**src/rtl/lct_pkg.sv**
```systemverilog
package lct_pkg;

    localparam int VEC_W        = 8;
    localparam int BIT_PERIODIC = 17;
    localparam int BIT_MASK     = 16;

    typedef enum logic [1:0] {
        ST_IDLE,
        ST_COUNT,
        ST_ZERO,
        ST_HELD
    } lct_state_e;

    typedef struct packed {
        logic             periodic;
        logic             masked;
        logic [VEC_W-1:0] vector;
    } lct_entry_t;

    // Scattered divide code: bit 3 becomes the top bit of the code.
    function automatic logic [2:0] div_shift(input logic b3, input logic [1:0] lo);
        logic [2:0] code;
        code = {b3, lo};
        return code + 3'd1;
    endfunction

endpackage

```
**src/rtl/lct_prescaler.sv**
```systemverilog
module lct_prescaler #(
    parameter int SHIFT_W = 3
) (
    input  logic               clk,
    input  logic               rst_n,
    input  logic               restart_i,
    input  logic               cfg_wr_i,
    input  logic [SHIFT_W-1:0] cfg_shift_i,
    output logic               tick_o
);
    localparam int PRE_W = (1 << SHIFT_W) - 1;

    logic [PRE_W-1:0]   pre_q;
    logic [PRE_W-1:0]   mask;
    logic [SHIFT_W-1:0] shift_pend_q, shift_act_q, pend_next;
    logic               boundary;

    assign mask      = PRE_W'((PRE_W+1)'(1) << shift_act_q) - PRE_W'(1);
    assign boundary  = (pre_q == mask);
    assign pend_next = cfg_wr_i ? cfg_shift_i : shift_pend_q;
    assign tick_o    = boundary && !restart_i;

    always_ff @(posedge clk) begin
        if (!rst_n) begin
            pre_q        <= '0;
            shift_pend_q <= SHIFT_W'(1);
            shift_act_q  <= SHIFT_W'(1);
        end else begin
            shift_pend_q <= pend_next;
            if (restart_i || boundary) begin
                pre_q       <= '0;
                shift_act_q <= pend_next;
            end else begin
                pre_q <= pre_q + PRE_W'(1);
            end
        end
    end

    AST_TICK_GAP: assert property (@(posedge clk) disable iff (!rst_n)
        tick_o |=> (shift_act_q == '0 || !tick_o));

endmodule

```
**src/rtl/lct_count_fsm.sv**
```systemverilog
module lct_count_fsm
    import lct_pkg::*;
#(
    parameter int CNT_W = 32
) (
    input  logic             clk,
    input  logic             rst_n,
    input  logic             load_i,
    input  logic [CNT_W-1:0] load_val_i,
    input  logic             tick_i,
    input  logic             periodic_i,
    output logic [CNT_W-1:0] count_o,
    output logic             expire_o
);
    lct_state_e       state_q, state_d;
    logic [CNT_W-1:0] count_q, count_d;
    logic [CNT_W-1:0] reload_q;

    // State register
    always_ff @(posedge clk) begin
        if (!rst_n) state_q <= ST_IDLE;
        else        state_q <= state_d;
    end

    // Next state and count
    always_comb begin
        state_d = state_q;
        count_d = count_q;
        if (load_i) begin
            count_d = load_val_i;
            state_d = (load_val_i == '0) ? ST_IDLE : ST_COUNT;
        end else if (tick_i) begin
            unique case (state_q)
                ST_IDLE: ;
                ST_COUNT: begin
                    count_d = count_q - CNT_W'(1);
                    if (count_q == CNT_W'(1)) state_d = ST_ZERO;
                end
                ST_ZERO: begin
                    if (periodic_i) begin
                        count_d = reload_q;
                        state_d = ST_COUNT;
                    end else begin
                        state_d = ST_HELD;
                    end
                end
                ST_HELD: ;
            endcase
        end
    end

    // Outputs
    always_comb begin
        expire_o = 1'b0;
        unique case (state_q)
            ST_ZERO:  expire_o = tick_i && !load_i;
            ST_IDLE,
            ST_COUNT,
            ST_HELD:  expire_o = 1'b0;
        endcase
    end

    always_ff @(posedge clk) begin
        if (!rst_n) begin
            count_q  <= '0;
            reload_q <= '0;
        end else begin
            count_q <= count_d;
            if (load_i) reload_q <= load_val_i;
        end
    end

    assign count_o = count_q;

    AST_HELD_ZERO: assert property (@(posedge clk) disable iff (!rst_n)
        (state_q == ST_HELD) |-> (count_q == '0));
    AST_ZERO_WAIT: assert property (@(posedge clk) disable iff (!rst_n)
        (state_q == ST_ZERO) |-> (count_q == '0));
    AST_COUNT_LIVE: assert property (@(posedge clk) disable iff (!rst_n)
        (state_q == ST_COUNT) |-> (count_q != '0));
    AST_STEP_ONE: assert property (@(posedge clk) disable iff (!rst_n)
        (tick_i && !load_i && state_q == ST_COUNT) |=> (count_q == $past(count_q) - CNT_W'(1)));
    AST_STILL: assert property (@(posedge clk) disable iff (!rst_n)
        (!tick_i && !load_i) |=> $stable(count_q));
    AST_RELOAD: assert property (@(posedge clk) disable iff (!rst_n)
        (expire_o && periodic_i) |=> (count_q == $past(reload_q)));

endmodule

```
**src/rtl/lct_irq_out.sv**
```systemverilog
module lct_irq_out
    import lct_pkg::*;
(
    input  logic             clk,
    input  logic             rst_n,
    input  logic             expire_i,
    input  logic             masked_i,
    input  logic [VEC_W-1:0] vector_i,
    output logic             pulse_o,
    output logic [VEC_W-1:0] vector_o
);
    logic fire;
    assign fire = expire_i && !masked_i;

    always_ff @(posedge clk) begin
        if (!rst_n) begin
            pulse_o  <= 1'b0;
            vector_o <= '0;
        end else begin
            pulse_o  <= fire;
            vector_o <= fire ? vector_i : '0;
        end
    end

    AST_MASK_BLOCKS: assert property (@(posedge clk) disable iff (!rst_n)
        (expire_i && masked_i) |=> !pulse_o);
    AST_PULSE_SINGLE: assert property (@(posedge clk) disable iff (!rst_n)
        pulse_o |=> !pulse_o);
    AST_VEC_QUIET: assert property (@(posedge clk) disable iff (!rst_n)
        !pulse_o |-> (vector_o == '0));

endmodule

```
**src/rtl/local_countdown_timer.sv**
```systemverilog
module local_countdown_timer
    import lct_pkg::*;
#(
    parameter int CNT_W   = 32,
    parameter int SHIFT_W = 3
) (
    input  logic             clk,
    input  logic             rst_n,
    input  logic             init_wr_i,
    input  logic [31:0]      init_val_i,
    input  logic             div_wr_i,
    input  logic [31:0]      div_val_i,
    input  logic             entry_wr_i,
    input  logic [31:0]      entry_val_i,
    output logic [31:0]      count_o,
    output logic             irq_pulse_o,
    output logic [7:0]       irq_vector_o
);
    lct_entry_t       entry_q;
    logic             tick;
    logic             expire;
    logic [CNT_W-1:0] count;
    logic             unused_bits;

    assign unused_bits = ^{div_val_i[31:4], div_val_i[2],
                           entry_val_i[31:BIT_PERIODIC+1], entry_val_i[BIT_MASK-1:VEC_W]};

    always_ff @(posedge clk) begin
        if (!rst_n) begin
            entry_q <= '{periodic: 1'b0, masked: 1'b1, vector: '0};
        end else if (entry_wr_i) begin
            entry_q.periodic <= entry_val_i[BIT_PERIODIC];
            entry_q.masked   <= entry_val_i[BIT_MASK];
            entry_q.vector   <= entry_val_i[VEC_W-1:0];
        end
    end

    lct_prescaler #(.SHIFT_W(SHIFT_W)) u_pre (
        .clk        (clk),
        .rst_n      (rst_n),
        .restart_i  (init_wr_i),
        .cfg_wr_i   (div_wr_i),
        .cfg_shift_i(SHIFT_W'(div_shift(div_val_i[3], div_val_i[1:0]))),
        .tick_o     (tick)
    );

    lct_count_fsm #(.CNT_W(CNT_W)) u_fsm (
        .clk       (clk),
        .rst_n     (rst_n),
        .load_i    (init_wr_i),
        .load_val_i(CNT_W'(init_val_i)),
        .tick_i    (tick),
        .periodic_i(entry_q.periodic),
        .count_o   (count),
        .expire_o  (expire)
    );

    lct_irq_out u_irq (
        .clk     (clk),
        .rst_n   (rst_n),
        .expire_i(expire),
        .masked_i(entry_q.masked),
        .vector_i(entry_q.vector),
        .pulse_o (irq_pulse_o),
        .vector_o(irq_vector_o)
    );

    assign count_o = 32'(count);

    AST_NO_RELOAD: assert property (@(posedge clk) disable iff (!rst_n)
        (div_wr_i && !init_wr_i && !tick) |=> $stable(count_o));

endmodule

```
**config.mk**
```make
export PLATFORM = sky130hd
export DESIGN_NAME = local_countdown_timer
export DESIGN_NICKNAME = d
export VERILOG_FILES = /design/src/rtl/lct_pkg.sv /design/src/rtl/lct_prescaler.sv /design/src/rtl/lct_count_fsm.sv /design/src/rtl/lct_irq_out.sv /design/src/rtl/local_countdown_timer.sv
export SDC_FILE = /design/constraint.sdc
export NUM_CORES = 1
export LEC_CHECK = 0
export BUFFER_PORTS_ARGS = -buffer_cell sky130_fd_sc_hd__buf_2
export CAP_MARGIN = 20
export CELL_PAD_IN_SITES_DETAIL_PLACEMENT = 0
export CELL_PAD_IN_SITES_GLOBAL_PLACEMENT = 1
export CORE_UTILIZATION = 34
export DETAILED_ROUTE_END_ITERATION = 7
export HOLD_SLACK_MARGIN = 0.02
export PLACE_DENSITY = 0.77
export RECOVER_POWER = 100
export SETUP_SLACK_MARGIN = 0.1
export SYNTH_ARGS = -nofsm -noshare
export SYNTH_HDL_FRONTEND = slang
export SYNTH_HIERARCHICAL = 1
export SYNTH_SLANG_ARGS = --single-unit
export TNS_END_PERCENT = 10
```
**constraint.sdc**
```tcl
create_clock -name clk -period 2.56 [get_ports clk]
set_input_delay 0.384 -clock clk [delete_from_list [all_inputs] [get_ports clk]]
set_output_delay 0.384 -clock clk [all_outputs]
set_load 0.1 [all_outputs]
```
==> flow_summary.json <==
{
  "yosys-top-cells-area": "sky130_fd_sc_hd__dfxtp_1 40%, sky130_fd_sc_hd__mux2i_1 7.7%, sky130_fd_sc_hd__nor2_1 4.5%",
  "detailed_place_hpwl_um": 11300,
  "route.vias.total": 5169,
  "drv_slew": 0,
  "antenna_found_initial": 0,
  "start_kind": "register",
  "worstPathCellList": "nand2b_1, a32o_1, a31oi_1, or2_4, nor2_4, and4b_2, buf_12, nor3_4, nand2_1, o21bai_1, a21oi_1",
  "final_net_count": 821,
  "reg2reg_to": "u_fsm/count_o[28]",
  "postSynthRegisterBits": 98,
  "worst_path_largest_cell_delay_ps": 410,
  "yosys_most_used_dff": "sky130_fd_sc_hd__dfxtp_1",
  "syn-instance-count": 583,
  "grt.total_usage": 0.223,
  "timing.critical_path.required_ps": 2850,
  "transition_time_of_the_tightest_slew_check_pin_ps": 630,
  "firstDrtPassIters": 7,
  "fin_ws_ps": -18.1,
  "drt_wl_total_um": 16600,
  "die_w_um": 123,
  "synth_warnings": 6,
  "post_drt_wl_per_cell_um": 18.4,
  "yosysTopAreaCellShare": 0.396,
  "cts_hold_repair.buffers": 0,
  "grt_max_degree": 49,
  "drive_above_1_share": 0.284,
  "clock_sinks": 98,
  "drc": 1,
  "clock.fmax_ghz": 0.388,
  "power.total_mw": 4.21,
  "timing.final.hold_violations": 0,
  "number_of_global_route_vias_before_repair": 4963,
  "core_area_um2": 14000,
  "startpoint_of_the_most_critical_hold_path": "entry_val_i[16]",
  "clock-root-buffer": "sky130_fd_sc_hd__clkbuf_16",
  "worst_hold_slack_ps": 246,
  "rsz0062_at_grt": "true",
  "die_y_um": 123,
  "run_status": "finished with violations",
  "grt_first_pass_wirelength_um": 25800,
  "data_arrival_critical_path_ps": 2870,
  "io_pins": 142,
  "timing.rr.start": "u_pre/shift_act_q[0]",
  "numPlacedInstances": 864,
  "crit_path_end_kind": "register",
  "rr_worst_depth": 11,
  "terminating_pin_of_the_worst_hold_path": "entry_q[8]",
  "die-area_um2": 15000,
  "post_synth.cell_area_avg_um2": 8.49,
  "finalSetupViolCount": 2,
  "final_cell_area_excluding_filler_cells_um2": 6490,
  "synth_edf_count": 0,
  "synth.lib_cells_used.distinct": 69,
  "yosysTopAreaCell": "sky130_fd_sc_hd__dfxtp_1",
  "clk_latency_ps": 360,
  "synth-seq-area-share": 0.396,
  "setup_total_neg_slack_ps": -23.4,
  "port_buffers": 90,
  "relative_slew_margins": 0.576,
  "final_antenna_net_count": 0,
  "finalNonFillerCells": 901,
  "final.min_clock_period_ps": 2580,
  "placed_cell_area_um2": 5830,
  "cts-htree-levels": 3,
  "cts_inserted_buffers": 9,
  "timing.final.crit_share": 1.01,
  "globalRouteOverflowTotal": 0,
  "netlist_area_um2": 4950,
  "insertedDiodeCount": 0,
  "fill_cells": 1353,
  "finalClockSkew_ps": 10.7,
  "area_growth_from_synthesis_to_final_layout_pct": 31.1,
  "ys_async_sr_fraction": 0,
  "power.ir.vdd_worst_v": 0.000354,
  "failed_checks": "design-rule violations, negative setup slack",
  "powerDensity_nw_per_um2": 649,
  "critical_path_peak_fanout": 8,
  "clock_tree_from_tritoncts": "built",
  "floorplan.initialDensity": 0.353,
  "total_leakage_power_nw": 2.75,
  "vias_per_cell": 5.74,
  "final_core_util": 0.462,
  "global_placement_routability_congestion": 0.895,
  "min-delay-path-class": "input pin to register",
  "path_class": "register to register",
  "cts.clk_slew.worst_paths_ps": 70,
  "mappedNetlistNets": 688,
  "critPathSlowestCell": "sky130_fd_sc_hd__nor3_4",
  "row_count": 43,
  "timing.reg2reg.setup_slack_ps": -20,
  "dp_slack_ps": -373,
  "timing.max_cap.violations": 0,
  "cts_max_path_buffers": 2,
  "detail_route.iter0.violations": 377,
  "hold_depth": 3
}
-- registers in the layout, summed over array words and instances, names as in the netlist --
register	count
u_fsm/reload_q	32
u_pre/shift_pend_q	3
u_irq/pulse_o	1
u_fsm/state_q	2
u_fsm/count_o	32
u_irq/vector_o	8
u_pre/shift_act_q	3
entry_q	10
u_pre/pre_q	7
-- layer usage --
metal | global-route usage | part of all wire | routed length, um
met2 | 0.373 | 0.48 | 7940
met1 | 0.279 | 0.44 | 7320
met5 | 0 | 0 | 0
met4 | 0.0793 | 0.015 | 242
met3 | 0.0516 | 0.067 | 1110
-- worst max path at each step --
stage	endpoint	start	depth (start not counted)	slack, ps
5_1_grt	u_fsm/count_o[28]	u_pre/shift_act_q[0]	11	-120
3_3_place_gp	u_fsm/count_o[28]	u_pre/shift_act_q[1]	10	-280
2_1_floorplan	u_fsm/count_o[12]	u_pre/shift_act_q[0]	11	90
4_1_cts	u_fsm/count_o[21]	u_pre/shift_act_q[2]	12	30
3_5_place_dp	u_fsm/count_o[28]	u_pre/shift_act_q[1]	10	-370
6_report	u_fsm/count_o[28]	u_pre/shift_act_q[0]	11	-20
-- synth_stat cells, drive strengths merged, types with 4 or more instances --
library cell	instances
buf	10
xnor2	5
xor2	4
nand2	57
nor2	59
a21oi	40
mux2i	38
and3	9
nand2b	4
nand4	7
o22ai	10
and2	6
nor2b	13
nand3	16
ha	4
nor3	15
or3	9
inv	8
dfxtp	98
and4b	10
a31oi	13
a22oi	5
o211ai	6
a221oi	7
o21ai	26
clkbuf	23
nor4	19
o31ai	11
-- cell families after synthesis --
logic type | synth area share
buffers and inverters | 0.0364
DFF | 0.396
and+or+nand+nor | 0.258
muxes | 0.0791
AOI/OAI and AO/OA | 0.204
xor gates and xnor gates | 0.0159
adders and majority gates | 0.0101
-- layout make-up --
class	instances	area, um^2	share of cell area
Multi-Input combinational cell	444	2950	0.454
Clock buffer	9	225	0.0347
Timing Repair Buffer	155	991	0.153
Tap cell	180	225	0.0347
Inverter	8	30.0	0.00463
Sequential cell	98	1970	0.304
Clock inverter	7	101	0.0156
-- cells in the final DEF (no fill, tap or decap), types with 4 or more instances in the layout --
| cell type | synthesis | layout |
|---|---|---|
| sky130_fd_sc_hd__a21oi_1 | 40 | 37 |
| sky130_fd_sc_hd__a221oi_1 | 7 | 7 |
| sky130_fd_sc_hd__a22oi_1 | 5 | 5 |
| sky130_fd_sc_hd__a31oi_1 | 13 | 13 |
| sky130_fd_sc_hd__and2_1 | 5 | 5 |
| sky130_fd_sc_hd__and3_1 | 9 | 9 |
| sky130_fd_sc_hd__and4b_1 | 10 | 9 |
| sky130_fd_sc_hd__buf_2 | 3 | 90 |
| sky130_fd_sc_hd__buf_4 | 0 | 56 |
| sky130_fd_sc_hd__buf_6 | 3 | 5 |
| sky130_fd_sc_hd__clkbuf_16 | 0 | 9 |
| sky130_fd_sc_hd__dfxtp_1 | 98 | 94 |
| sky130_fd_sc_hd__ha_1 | 4 | 4 |
| sky130_fd_sc_hd__inv_1 | 7 | 7 |
| sky130_fd_sc_hd__mux2i_1 | 38 | 38 |
| sky130_fd_sc_hd__nand2_1 | 57 | 54 |
| sky130_fd_sc_hd__nand2b_1 | 4 | 4 |
| sky130_fd_sc_hd__nand3_1 | 16 | 15 |
| sky130_fd_sc_hd__nand4_1 | 6 | 6 |
| sky130_fd_sc_hd__nor2_1 | 59 | 57 |
| sky130_fd_sc_hd__nor2b_1 | 13 | 12 |
| sky130_fd_sc_hd__nor3_1 | 14 | 12 |
| sky130_fd_sc_hd__nor4_1 | 16 | 16 |
| sky130_fd_sc_hd__o211ai_1 | 6 | 6 |
| sky130_fd_sc_hd__o21ai_0 | 23 | 21 |
| sky130_fd_sc_hd__o22ai_1 | 10 | 8 |
| sky130_fd_sc_hd__o31ai_1 | 11 | 11 |
| sky130_fd_sc_hd__or3_1 | 9 | 9 |
| sky130_fd_sc_hd__xnor2_1 | 5 | 5 |
| sky130_fd_sc_hd__xor2_1 | 4 | 4 |
-- report_power, final --
group / switching, mW / internal (mW) / total (mW)
combinational: 0.653 / 0.349 / 1.00
sequential: 0.0930 / 1.61 / 1.70
clock: 0.642 / 0.865 / 1.51
-- critical path: cells and delay by family, from the launching register on --
kind / cells / cell delay, ps
AND/OR/NAND/NOR: 6 / 1190
flip-flops: 1 / 370
AO/OA/AOI/OAI: 4 / 820
buffers and inverters: 1 / 140
-- repair_timing --
item	4_1_cts	5_1_grt
gates resized for setup	16	24
cloned	0	1
buffers inserted	13	7
pin swaps	3	11
setup endpoints to repair	33	40
(Power assumes the default switching activity.)
